### config.mk
export PLATFORM = sky130hd
export DESIGN_NAME = sixstep_pwm
export DESIGN_NICKNAME = d
export VERILOG_FILES = /design/src/rtl/sixstep_pkg.sv /design/src/rtl/sixstep_timebase.sv /design/src/rtl/sixstep_chan.sv /design/src/rtl/sixstep_pwm.sv
export SDC_FILE = /design/constraint.sdc
export NUM_CORES = 1
export LEC_CHECK = 0
export BUFFER_PORTS_ARGS = -buffer_cell sky130_fd_sc_hd__buf_4
export CAP_MARGIN = 20
export CORE_AREA = 2 2 170 172
export CTS_BUF_LIST = sky130_fd_sc_hd__clkbuf_4 sky130_fd_sc_hd__clkbuf_8 sky130_fd_sc_hd__clkbuf_16
export DETAILED_ROUTE_END_ITERATION = 10
export DIE_AREA = 0 0 172 174
export PLACE_DENSITY = 0.43
export SYNTH_ARGS = -nofsm -noshare
export SYNTH_HDL_FRONTEND = slang
export SYNTH_SLANG_ARGS = --single-unit
### constraint.sdc
create_clock -name clk -period 5.85 [get_ports clk]
set_clock_uncertainty 0.2 [all_clocks]
set_input_delay 1.17 -clock clk [delete_from_list [all_inputs] [get_ports clk]]
set_output_delay 1.17 -clock clk [all_outputs]
set_load 0.005 [all_outputs]
### src/rtl/sixstep_pkg.sv
package sixstep_pkg;
  localparam logic [2:0] MODE_FORCE_OFF = 3'b100;
  localparam logic [2:0] MODE_FORCE_ON  = 3'b101;
  localparam logic [2:0] MODE_PWM1      = 3'b110;

  typedef struct packed {
    logic       lo_pol;
    logic       hi_pol;
    logic       lo_en;
    logic       hi_en;
    logic [2:0] mode;
  } chan_cfg_t;

  localparam int CFG_W = $bits(chan_cfg_t);
  localparam chan_cfg_t CFG_RESET = '{lo_pol: 1'b0, hi_pol: 1'b0, lo_en: 1'b0,
                                      hi_en: 1'b0, mode: MODE_FORCE_OFF};
endpackage

### src/rtl/sixstep_timebase.sv
module sixstep_timebase #(
  parameter int CNT_W = 16
) (
  input  logic             clk,
  input  logic             rst_n,
  input  logic             run,
  input  logic             rld_wr,
  input  logic [CNT_W-1:0] rld_data,
  input  logic             sw_upd,
  output logic [CNT_W-1:0] cnt,
  output logic             upd
);
  logic [CNT_W-1:0] cnt_q, cnt_d, rld_q, rld_d;

  assign upd = sw_upd || (run && (cnt_q == '0));
  assign cnt = cnt_q;

  always_comb begin
    rld_d = rld_wr ? rld_data : rld_q;
    cnt_d = cnt_q;
    if (upd)      cnt_d = rld_q;
    else if (run) cnt_d = cnt_q - 1'b1;
  end

  always_ff @(posedge clk or negedge rst_n) begin
    if (!rst_n) begin
      cnt_q <= '0;
      rld_q <= '0;
    end else begin
      cnt_q <= cnt_d;
      rld_q <= rld_d;
    end
  end

  // count down by one while running and not at zero
  p_count_down_r2: assert property (@(posedge clk) disable iff (!rst_n)
    (run && !sw_upd && cnt_q != '0) |=> cnt_q == $past(cnt_q) - 1'b1);
  // an update loads the buffered reload value
  p_reload_r2: assert property (@(posedge clk) disable iff (!rst_n)
    upd |=> cnt_q == $past(rld_q));
endmodule

### src/rtl/sixstep_chan.sv
module sixstep_chan
  import sixstep_pkg::*;
#(
  parameter int CNT_W = 16
) (
  input  logic             clk,
  input  logic             rst_n,
  input  logic [CNT_W-1:0] cnt,
  input  logic             upd,
  input  logic             cmp_wr,
  input  logic             cfg_wr,
  input  logic [CNT_W-1:0] wdata,
  input  logic             preload,
  input  logic             comm,
  output logic             hi,
  output logic             hi_oe,
  output logic             lo,
  output logic             lo_oe
);
  logic [CNT_W-1:0] cmp_sh_q, cmp_sh_d, cmp_act_q, cmp_act_d;
  chan_cfg_t        shd_q, shd_d, act_q, act_d;
  logic             ref_sig;

  always_comb begin
    cmp_sh_d  = cmp_wr ? wdata : cmp_sh_q;
    cmp_act_d = upd ? cmp_sh_q : cmp_act_q;
    shd_d     = cfg_wr ? chan_cfg_t'(wdata[CFG_W-1:0]) : shd_q;
    act_d     = act_q;
    if (comm)                   act_d = shd_q;
    else if (cfg_wr && !preload) act_d = chan_cfg_t'(wdata[CFG_W-1:0]);
  end

  always_ff @(posedge clk or negedge rst_n) begin
    if (!rst_n) begin
      cmp_sh_q  <= '0;
      cmp_act_q <= '0;
      shd_q     <= CFG_RESET;
      act_q     <= CFG_RESET;
    end else begin
      cmp_sh_q  <= cmp_sh_d;
      cmp_act_q <= cmp_act_d;
      shd_q     <= shd_d;
      act_q     <= act_d;
    end
  end

  always_comb begin
    unique case (act_q.mode)
      MODE_FORCE_ON: ref_sig = 1'b1;
      MODE_PWM1:     ref_sig = (cnt < cmp_act_q);
      default:       ref_sig = 1'b0;
    endcase
  end

  assign hi_oe = act_q.hi_en;
  assign lo_oe = act_q.lo_en;
  assign hi    = act_q.hi_en && (ref_sig ^ act_q.hi_pol);
  assign lo    = act_q.lo_en && (!ref_sig ^ act_q.lo_pol);

  // with preload on, the active set moves only on a commutation strobe
  p_hold_until_comm_r7: assert property (@(posedge clk) disable iff (!rst_n)
    (preload && !comm) |=> $stable(act_q));
  // the strobe copies the staged config whole
  p_comm_copy_r7: assert property (@(posedge clk) disable iff (!rst_n)
    comm |=> act_q == $past(shd_q));
  // the active compare only changes on an update event
  p_cmp_hold_r9: assert property (@(posedge clk) disable iff (!rst_n)
    !upd |=> $stable(cmp_act_q));
endmodule

### src/rtl/sixstep_pwm.sv
module sixstep_pwm
  import sixstep_pkg::*;
#(
  parameter int CNT_W = 16,
  parameter int N_CH  = 3,
  localparam int ADDR_W = $clog2(2 * N_CH + 2)
) (
  input  logic              clk,
  input  logic              rst_n,
  input  logic              wr_en,
  input  logic [ADDR_W-1:0] wr_addr,
  input  logic [CNT_W-1:0]  wr_data,
  output logic [N_CH-1:0]   out_hi,
  output logic [N_CH-1:0]   out_hi_oe,
  output logic [N_CH-1:0]   out_lo,
  output logic [N_CH-1:0]   out_lo_oe
);
  localparam logic [ADDR_W-1:0] A_RELOAD = '0;
  localparam logic [ADDR_W-1:0] A_CTRL   = ADDR_W'(2 * N_CH + 1);

  logic             rst_meta, rst_sync;
  logic             run_q, run_d, pre_q, pre_d;
  logic             ctrl_wr, comm, sw_upd, upd;
  logic [CNT_W-1:0] cnt;

  // asynchronous assert, synchronous release
  always_ff @(posedge clk or negedge rst_n) begin
    if (!rst_n) begin
      rst_meta <= 1'b0;
      rst_sync <= 1'b0;
    end else begin
      rst_meta <= 1'b1;
      rst_sync <= rst_meta;
    end
  end

  assign ctrl_wr = wr_en && (wr_addr == A_CTRL);
  assign comm    = ctrl_wr && wr_data[2];
  assign sw_upd  = ctrl_wr && wr_data[3];

  always_comb begin
    run_d = ctrl_wr ? wr_data[0] : run_q;
    pre_d = ctrl_wr ? wr_data[1] : pre_q;
  end

  always_ff @(posedge clk or negedge rst_sync) begin
    if (!rst_sync) begin
      run_q <= 1'b0;
      pre_q <= 1'b0;
    end else begin
      run_q <= run_d;
      pre_q <= pre_d;
    end
  end

  sixstep_timebase #(.CNT_W(CNT_W)) u_tb (
    .clk(clk), .rst_n(rst_sync), .run(run_q),
    .rld_wr(wr_en && (wr_addr == A_RELOAD)), .rld_data(wr_data),
    .sw_upd(sw_upd), .cnt(cnt), .upd(upd)
  );

  for (genvar i = 0; i < N_CH; i++) begin : g_ch
    sixstep_chan #(.CNT_W(CNT_W)) u_ch (
      .clk(clk), .rst_n(rst_sync), .cnt(cnt), .upd(upd),
      .cmp_wr(wr_en && (wr_addr == ADDR_W'(1 + i))),
      .cfg_wr(wr_en && (wr_addr == ADDR_W'(1 + N_CH + i))),
      .wdata(wr_data), .preload(pre_q), .comm(comm),
      .hi(out_hi[i]), .hi_oe(out_hi_oe[i]), .lo(out_lo[i]), .lo_oe(out_lo_oe[i])
    );
  end

  // a released pin never carries a high value
  p_released_low_r6: assert property (@(posedge clk) disable iff (!rst_sync)
    ((out_hi & ~out_hi_oe) == '0) && ((out_lo & ~out_lo_oe) == '0));
  // nothing is enabled during reset
  always_comb begin
    if (!rst_sync) p_reset_quiet_r1: assert ((out_hi_oe | out_lo_oe) == '0);
  end
endmodule

Word-level counts from Yosys, hierarchy flattened
Index checks and enable logic that the tools add are counted.

$add $sub $neg: 1. Order comparisons: 3. Eq/ne operators: 13. Mux-type cells: 11. Bitwise logic cells: 6. Reduce and logical (&&, ||, !) cells: 31.

Operators with widths (count): $lt 16x16->1 (3); $mux 7 (6); $mux 16 (2); $eq 3x3->1 const B (10); $logic_and 1x1->1 (20); $logic_not 16->1 (1); $sub 16x1->16 const B (1); $reduce_bool 2->1 (4); $eq 3x2->1 const B (2); $pmux 1 s2 (3); $xor 1x1->1 (6); $logic_not 1->1 (4); $eq 3x1->1 const B (1); $logic_not 3->1 (1); $logic_or 1x1->1 (1).

Flip-flop bits (word level): 174. Output and inout bits: 12.

Logic depth before layout (Yosys ltp)
Gate-level depths: netlist (run 1).

Depth after elaboration: 5. Mapped depth: 8. Depth with buffers taken out: 7.

By module
A second synthesis (run 1) with hierarchy kept.

Cells, all modules: 725. Area, all modules: 8468.1 sq um.

By module, submodules not included: sixstep_chan (times used 3, cells an instance 195, area an instance 2208.4 sq um, sequential area each 1153.6 sq um); sixstep_timebase (times used 1, cells an instance 118, area an instance 1624.1 sq um, sequential area each 800.8 sq um); sixstep_pwm (times used 1, cells an instance 22, area an instance 219.0 sq um, sequential area each 100.1 sq um).

Worst setup path after synthesis (run 1)
No wires, ideal clock.

Path kind: reg-to-output. Start point: reg u_tb.cnt_q[2], in the netlist u_tb.cnt[2]. End point: out out_hi[1]. Data arrival time: 1.993 ns. Slack: 2.487 ns. Cell stages (with the launch flop): 8. Buffers on the path: 1. Path through: dfrtp_1 > ha_1 > a211o_1 > a31oi_1 > o221ai_1 > a211oi_1 > mux2i_1 > buf_4.

Cells in the longest elaborated chain, start to end: 4.

Ends and longest elaborated chain: from (decl) (RTL line sixstep_timebase.sv:13) `logic [CNT_W-1:0] cnt_q, cnt_d, rld_q, rld_d;`; from (signal assigned) (RTL line sixstep_timebase.sv:30) `cnt_q <= cnt_d;`; $lt 16x16->1 (RTL line sixstep_chan.sv:50) `MODE_PWM1: ref_sig = (cnt < cmp_act_q);`; $pmux 1 s2 (RTL line sixstep_chan.sv:48) `unique case (act_q.mode)`; $xor 1x1->1 (RTL line sixstep_chan.sv:57) `assign hi = act_q.hi_en && (ref_sig ^ act_q.hi_pol);`; $logic_and 1x1->1 (RTL line sixstep_chan.sv:57); to (decl) (RTL line sixstep_pwm.sv:13) `output logic [N_CH-1:0] out_hi,`.

Every way passes these cells.

Final worst setup path (run 1)
Ends and elaborated chain as after synthesis.

==> metrics.txt, run 1 <==
number of instances in the synthesized netlist 732; Post-synth ARST share 1.00; unrepaired setup endpoints after global routing no; clock input transition at the sequential cells of the worst setup and hold paths 0.07 ns; Synth-to-Final Area Change 14.5%; worst-skew pair later-pin latency 0.43 ns; depth of the worst hold-timing path 0; post-layout minimum cycle time 4.30 ns; summed negative setup slack over all endpoints 0 ns; data arrival time of the critical path 2.93 ns; final non-filler cell area 9480 um^2; headroom to the max-slew limit 0.400; largest cells by area after synthesis sky130_fd_sc_hd__dfrtp_1 51%, sky130_fd_sc_hd__mux2_2 12%, sky130_fd_sc_hd__ha_1 6.9%; remaining antenna violation count after routing 0; router iterations before antenna repair 4; height of the die 174 um; area fraction of the dominant cell type after synthesis 0.507; max_cap viols 0; PortBufs 33; count of flip-flops with a built-in enable after synthesis 0; maximum number of buffers from clock root to sink 2; wire length after detailed routing 19.3 mm; hold-critical path endpoint rst_sync; # clock sinks 174; TritonCTS clock tree done; crit path kind reg2out; number of distinct library cells after synthesis 51; count of antenna diodes in the layout 0; maximum number of pins on one net before global-route repair 78; endpoint class of the critical path output pin; PnR Total Power 0.00422 W; endpoint of the most critical register-to-register path g_ch[1].u_ch.cmp_act_q[0]; most common flop cell mapped by yosys sky130_fd_sc_hd__dfrtp_1; I/O Pins 34; cell area after technology mapping 8290 um^2; min-delay worst type reg2reg; number of antenna violations at the first check in global routing 1; Placer Congestion 0.808; Setup Buffers After CTS 0; remaining design rule violation count 0; start point of the worst hold path rst_meta; result of the run finished clean; Worst Path Max Fanout 9; grt total ovfl 0; overall routing resource usage 0.138; Root Driver sky130_fd_sc_hd__clkbuf_16; Net count, final 817; synthesized flop and latch total 174; Rows 62; required time of the critical path 4.48 ns; Final Hold Vio Count 0; ratio of cells with drive above 1 in the final layout 0.232; number of gates resized after CTS 0; kind of start point of the critical path flop; most repeated cell in the gate-level netlist after synthesis sky130_fd_sc_hd__dfrtp_1; # H-tree levels 4; Util after Layout 0.336; logic depth of the worst register-to-register path 5; average size of a mapped cell 11.3 um^2; Synthesis Warnings 0; die area 29900 um^2; period utilisation layout 0.735; largest area contributor in the netlist sky130_fd_sc_hd__dfrtp_1; worst vdd ir 235 uV; total half-perimeter wirelength after legalization and detailed placement 13.2 mm; worst reg2reg path startpoint u_tb.cnt[3]; FILL cells 2832; slew at the pin closest to its max-slew limit 0.897 ns; wire length of the first global-routing pass 31.4 mm; Register-to-Register Setup Slack 2.74 ns; endpoints failing setup 0; number of max-slew violations in the final report 0; via count of the first global-routing pass 5445; Post-CTS Hold Fix Bufs 0; Vias per Instance 4.63; Seq/Total Area, Yosys 0.526; Starting Density 0.293; Lkg Pwr 3.99 nW; Post-Place Cell Area 8850 um^2; most numerous cell types in the synthesized netlist 168 x sky130_fd_sc_hd__dfrtp_1, 99 x sky130_fd_sc_hd__nand2_1, 88 x sky130_fd_sc_hd__mux2_2; Die X 172 um; Highest Clock Rate 232 MHz; number of buffers inserted during clock tree synthesis 17; average wire per cell in the routed design 16.8 um; area of the placeable core 28200 um^2; total number of vias 5301; Syn Nets 800; starting DRC count in detailed routing 257; areal power density over the cells 445 nW/um^2
## layout by cell type (no fill, tap or decap), drive strengths merged, types with 7 or more instances in the layout
master / n
ha: 46
o21ai: 81
nor3: 7
nand2b: 10
mux2: 91
a21oi: 17
nor2: 12
nand2: 99
inv: 54
clkbuf: 20
dfrtp: 168
xnor2: 13
buf: 42
mux2i: 26
## power breakdown
part           switching (W)  leakage, nW  internal [W]
Sequential          0.000263         2.14       0.00156
Clock               0.000513        0.295      0.000670
Combinational       0.000619         1.55      0.000596
## kinds of logic after synthesis
family	count (synthesis)	share of synthesized area
AO/OA/AOI/OAI	124	0.0862
XOR/XNOR	15	0.0159
flip-flops	174	0.526
adder cells (fa/ha/maj)	46	0.0695
multiplexers	117	0.155
AND/OR/NAND/NOR	163	0.0956
buffers and inverters	92	0.0509
other	1	0.000453
## worst max-delay path: stages, from the launching register on
cell                       delay [ns]
sky130_fd_sc_hd__dfrtp_1         0.49
sky130_fd_sc_hd__ha_1            0.35
sky130_fd_sc_hd__a211o_1         0.29
sky130_fd_sc_hd__a31oi_1         0.15
sky130_fd_sc_hd__o221ai_1        0.14
sky130_fd_sc_hd__a211oi_1        0.70
sky130_fd_sc_hd__mux2i_1         0.26
sky130_fd_sc_hd__buf_4           0.13
## area by class of cell
type	count	area [um^2]	share of cell area
Clock buffer	20	460	0.0485
Clock inverter	12	150	0.0158
Inverter	48	180	0.0190
Multi-Input combinational cell	466	3510	0.370
Sequential cell	174	4370	0.460
Tap cell	384	480	0.0507
Timing Repair Buffer	42	335	0.0354
## state kept, by name, indices dropped and copies added, names as in the netlist, 3 cells and up
register             count
g_ch.u_ch.act_q         15
g_ch.u_ch.cmp_act_q     48
g_ch.u_ch.cmp_sh_q      48
g_ch.u_ch.hi_oe          3
g_ch.u_ch.lo_oe          3
g_ch.u_ch.shd_q         21
u_tb.cnt                16
u_tb.rld_q              16
## routing by layer
layer	global-route usage	up-vias	part of all wire
li1	-	2556	-
met3	0.0280	25	0.025
met2	0.214	67	0.46
met5	0	-	0
met4	0.0427	0	0.019
met1	0.193	2653	0.50
## how the worst max path moves through the flow
stage | start | end | slack (ns) | depth (start not counted)
3_3_place_gp | u_tb.cnt[2] | out_hi[1] | 2.09 | 7
2_1_floorplan | rst_sync | g_ch[0].u_ch.act_q[0] | 0.45 | 0
3_5_place_dp | u_tb.cnt[2] | out_hi[0] | 1.99 | 6
4_1_cts | u_tb.cnt[2] | out_hi[0] | 1.51 | 6
5_1_grt | u_tb.cnt[2] | out_hi[0] | 1.28 | 6
6_report | u_tb.cnt[2] | out_hi[1] | 1.55 | 7
## through the flow
stage,std cells,setup slack (ns),hold slack [ns]
after floorplan,732,0.453,0.131
after global placement,1113,2.09,0.140
after detailed placement,1113,1.99,0.137
after CTS,1145,1.51,0.155
after global routing,1146,1.28,0.162
final,1146,1.55,0.154
No activity file was read; power rests on OpenSTA's default activity.
==> run 2: changes to the inputs <==
Settings changed: ABC_AREA set to 1, PLACE_DENSITY 0.43 to 0.45.
Clock period 5.85 ns to 3.9 ns, I/O delays scaled along.
==> run 2 against run 1 <==
Net effect: global-route usage increased by 1.1 points; utilization is 0.20 points higher; synthesized cell count up 34%; register-to-register slack worse by 1.4 ns; combinational power up 43%; first-iteration DRC count rose by 39%; worst hold slack lost 0.0019 ns; final area grew 0.61%; critical endpoint unchanged; largest cell class unchanged.
==> metrics.txt, run 2 <==
result of the run finished clean; Die X 172 um; average size of a mapped cell 8.45 um^2; CP bufs+invs 1; height of the die 174 um; maximum number of pins on one net before global-route repair 72; DP Worst Slack 0.834 ns; WL met3 300 um; total number of vias 6107; Post-CTS Hold Fix Bufs 1; I/O Pins 34; remaining design rule violation count 0; # H-tree levels 4; area fraction of the dominant cell type after synthesis 0.507; Setup Buffers After CTS 0; TritonCTS clock tree done; Seq/Total Area, Yosys 0.526; most common flop cell mapped by yosys sky130_fd_sc_hd__dfrtp_1; number of buffers inserted during clock tree synthesis 17; worst-skew pair later-pin latency 0.43 ns; period utilisation layout 0.893; overall routing resource usage 0.149; data arrival time of the critical path 2.50 ns; via count of the first global-routing pass 6061; Starting Density 0.293; worst setup margin 0.419 ns; headroom to the max-slew limit 0.558; most common cell after layout, fill and taps aside sky130_fd_sc_hd__nand2_1; Worst Path Max Fanout 6; worst vdd ir 251 uV; wire length after detailed routing 20.7 mm; largest area contributor in the netlist sky130_fd_sc_hd__dfrtp_1; number of gates resized after CTS 0; cell area after technology mapping 8290 um^2; Net count, final 1069; average wire per cell in the routed design 14.8 um; die area 29900 um^2; PortBufs 33; Root Driver sky130_fd_sc_hd__clkbuf_16; Synthesis Warnings 0; most repeated cell in the gate-level netlist after synthesis sky130_fd_sc_hd__nand2_1; Syn Nets 1049; met2 wire len 9.28 mm; most numerous cell types in the synthesized netlist 294 x sky130_fd_sc_hd__nand2_1, 168 x sky130_fd_sc_hd__dfrtp_1, 145 x sky130_fd_sc_hd__o21ai_0; critical path cell sequence ha_1, a21oi_1, nand2_1, nor2_1, nand3_1, a21oi_1, nor2_1, buf_4; synthesized flop and latch total 174; # clock sinks 174; router iterations before antenna repair 5; critical path's largest stage delay 0.47 ns; cell at the slowest stage of the critical path sky130_fd_sc_hd__dfrtp_1; ratio of cells with drive above 1 in the final layout 0.0879; wire length of the first global-routing pass 34.1 mm; Placer Congestion 0.791; largest cells by area after synthesis sky130_fd_sc_hd__dfrtp_1 51%, sky130_fd_sc_hd__nand2_1 13%, sky130_fd_sc_hd__o21ai_0 8.8%; Top Family by Delay on Critical Path simple AND/OR/NAND/NOR gates; number of instances in the synthesized netlist 981; Post-synth ARST share 1.00; number of distinct library cells after synthesis 27; top routing layer in use met4; kind of start point of the critical path flop; Synth-to-Final Area Change 15.1%; count of flip-flops with a built-in enable after synthesis 0; unrepaired setup endpoints after global routing no; grt total ovfl 0; clock input transition at the sequential cells of the worst setup and hold paths 0.07 ns; crit path kind reg2out; number of max-slew violations in the final report 0; largest registers g_ch.u_ch.cmp_act_q (48), g_ch.u_ch.cmp_sh_q (48), g_ch.u_ch.shd_q (21); remaining antenna violation count after routing 0; Vias per Instance 4.37; Highest Clock Rate 287 MHz; Rows 62; number of antenna violations at the first check in global routing 0; area of the placeable core 28200 um^2; summed negative setup slack over all endpoints 0 ns; count of antenna diodes in the layout 0; endpoint class of the critical path output pin; required time of the critical path 2.92 ns; DRT met1 WL 10.7 mm; PnR Total Power 0.00620 W; Lkg Pwr 4.66 nW; slew at the pin closest to its max-slew limit 0.662 ns; endpoints failing setup 0; areal power density over the cells 650 nW/um^2; min-delay worst type reg2reg; max_cap viols 0; maximum number of buffers from clock root to sink 2; starting DRC count in detailed routing 358; total half-perimeter wirelength after legalization and detailed placement 14.4 mm; Final Hold Vio Count 0; post-layout minimum cycle time 3.48 ns; most frequent cells in the layout 294 x sky130_fd_sc_hd__nand2_1, 167 x sky130_fd_sc_hd__dfrtp_1, 145 x sky130_fd_sc_hd__o21ai_0
==> run 2: changes by cell type in the layout (fill, tap and decap cells not counted), moves of 10 or more <==
cell and delta:
sky130_fd_sc_hd__mux2_2 -88, sky130_fd_sc_hd__nand3_1 +47, sky130_fd_sc_hd__nand2_1 +195, sky130_fd_sc_hd__o21ai_0 +109, sky130_fd_sc_hd__nor2_1 +34, sky130_fd_sc_hd__mux2i_1 -26, sky130_fd_sc_hd__xnor2_1 -10, sky130_fd_sc_hd__inv_1 +69
sky130_fd_sc_hd__nand2b_1 -10, sky130_fd_sc_hd__o21ai_1 -45
==> run 2: cell type report <==
type	count	area, um^2
Fill cell	3027	18700
Tap cell	384	480
Timing Repair Buffer	44	365
Sequential cell	174	4370
Multi-Input combinational cell	645	3240
Inverter	119	447
Clock inverter	10	189
Clock buffer	21	455
==> run 2: cell families (layout without fill, tap and decap cells) <==
| family | count (synthesis) | count (layout) | share of synthesized area |
|---|---|---|---|
| buffers and inverters | 162 | 194 | 0.0833 |
| adder cells (fa/ha/maj) | 46 | 46 | 0.0695 |
| flip-flops | 174 | 174 | 0.526 |
| AND/OR/NAND/NOR | 408 | 408 | 0.197 |
| AO/OA/AOI/OAI | 180 | 180 | 0.112 |
| XOR/XNOR | 10 | 10 | 0.0106 |
| other | 1 | 1 | 0.000453 |
==> run 2: final timing paths <==
path	start	to	slack (ns)	cells after the start
max	u_tb.cnt[15]	out_hi[1]	0.42	8
min	rst_meta	rst_sync	0.15	0
max reg2reg	u_tb.cnt[0]	u_tb.cnt[1]	1.39	11
min reg2reg	rst_meta	rst_sync	0.15	0
max in group asynchronous	rst_sync	g_ch[0].u_ch.shd_q[2]	2.46	1
min in group asynchronous	rst_sync	g_ch[2].u_ch.cmp_sh_q[9]	0.17	0
==> run 2: stage by stage <==
stage	instance area [um^2]	util	hold slack, ns	std cells
floorplan	8290	-	0.131	981
global placement	8870	0.314	0.132	1364
detailed placement	8870	0.314	0.136	1364
CTS	9530	0.337	0.152	1396
global route	9540	0.338	0.174	1397
finish	9540	0.338	0.152	1397
==> run 2: worst register-to-register path, delay by kind of cell (launching register included) <==
family                     cells  cell delay, ns
adders and majority gates      1            0.25
buffers and inverters          3            0.57
DFF                            1            0.38
and+or+nand+nor                7            0.98
==> run 2: routing by layer <==
layer / track usage / vias up
li1: - / 3160
met3: 0.0191 / 22
met4: 0.0501 / 0
met1: 0.221 / 2882
met2: 0.225 / 43
met5: 0 / -
==> run 2: report_power, final <==
group | internal [W] | total, W | switching, W | leakage [nW]
logic | 0.000686 | 0.00174 | 0.00105 | 2.14
registers | 0.00225 | 0.00258 | 0.000333 | 2.20
clock network | 0.00116 | 0.00189 | 0.000722 | 0.315
total | 0.00410 | 0.00620 | 0.00210 | 4.66
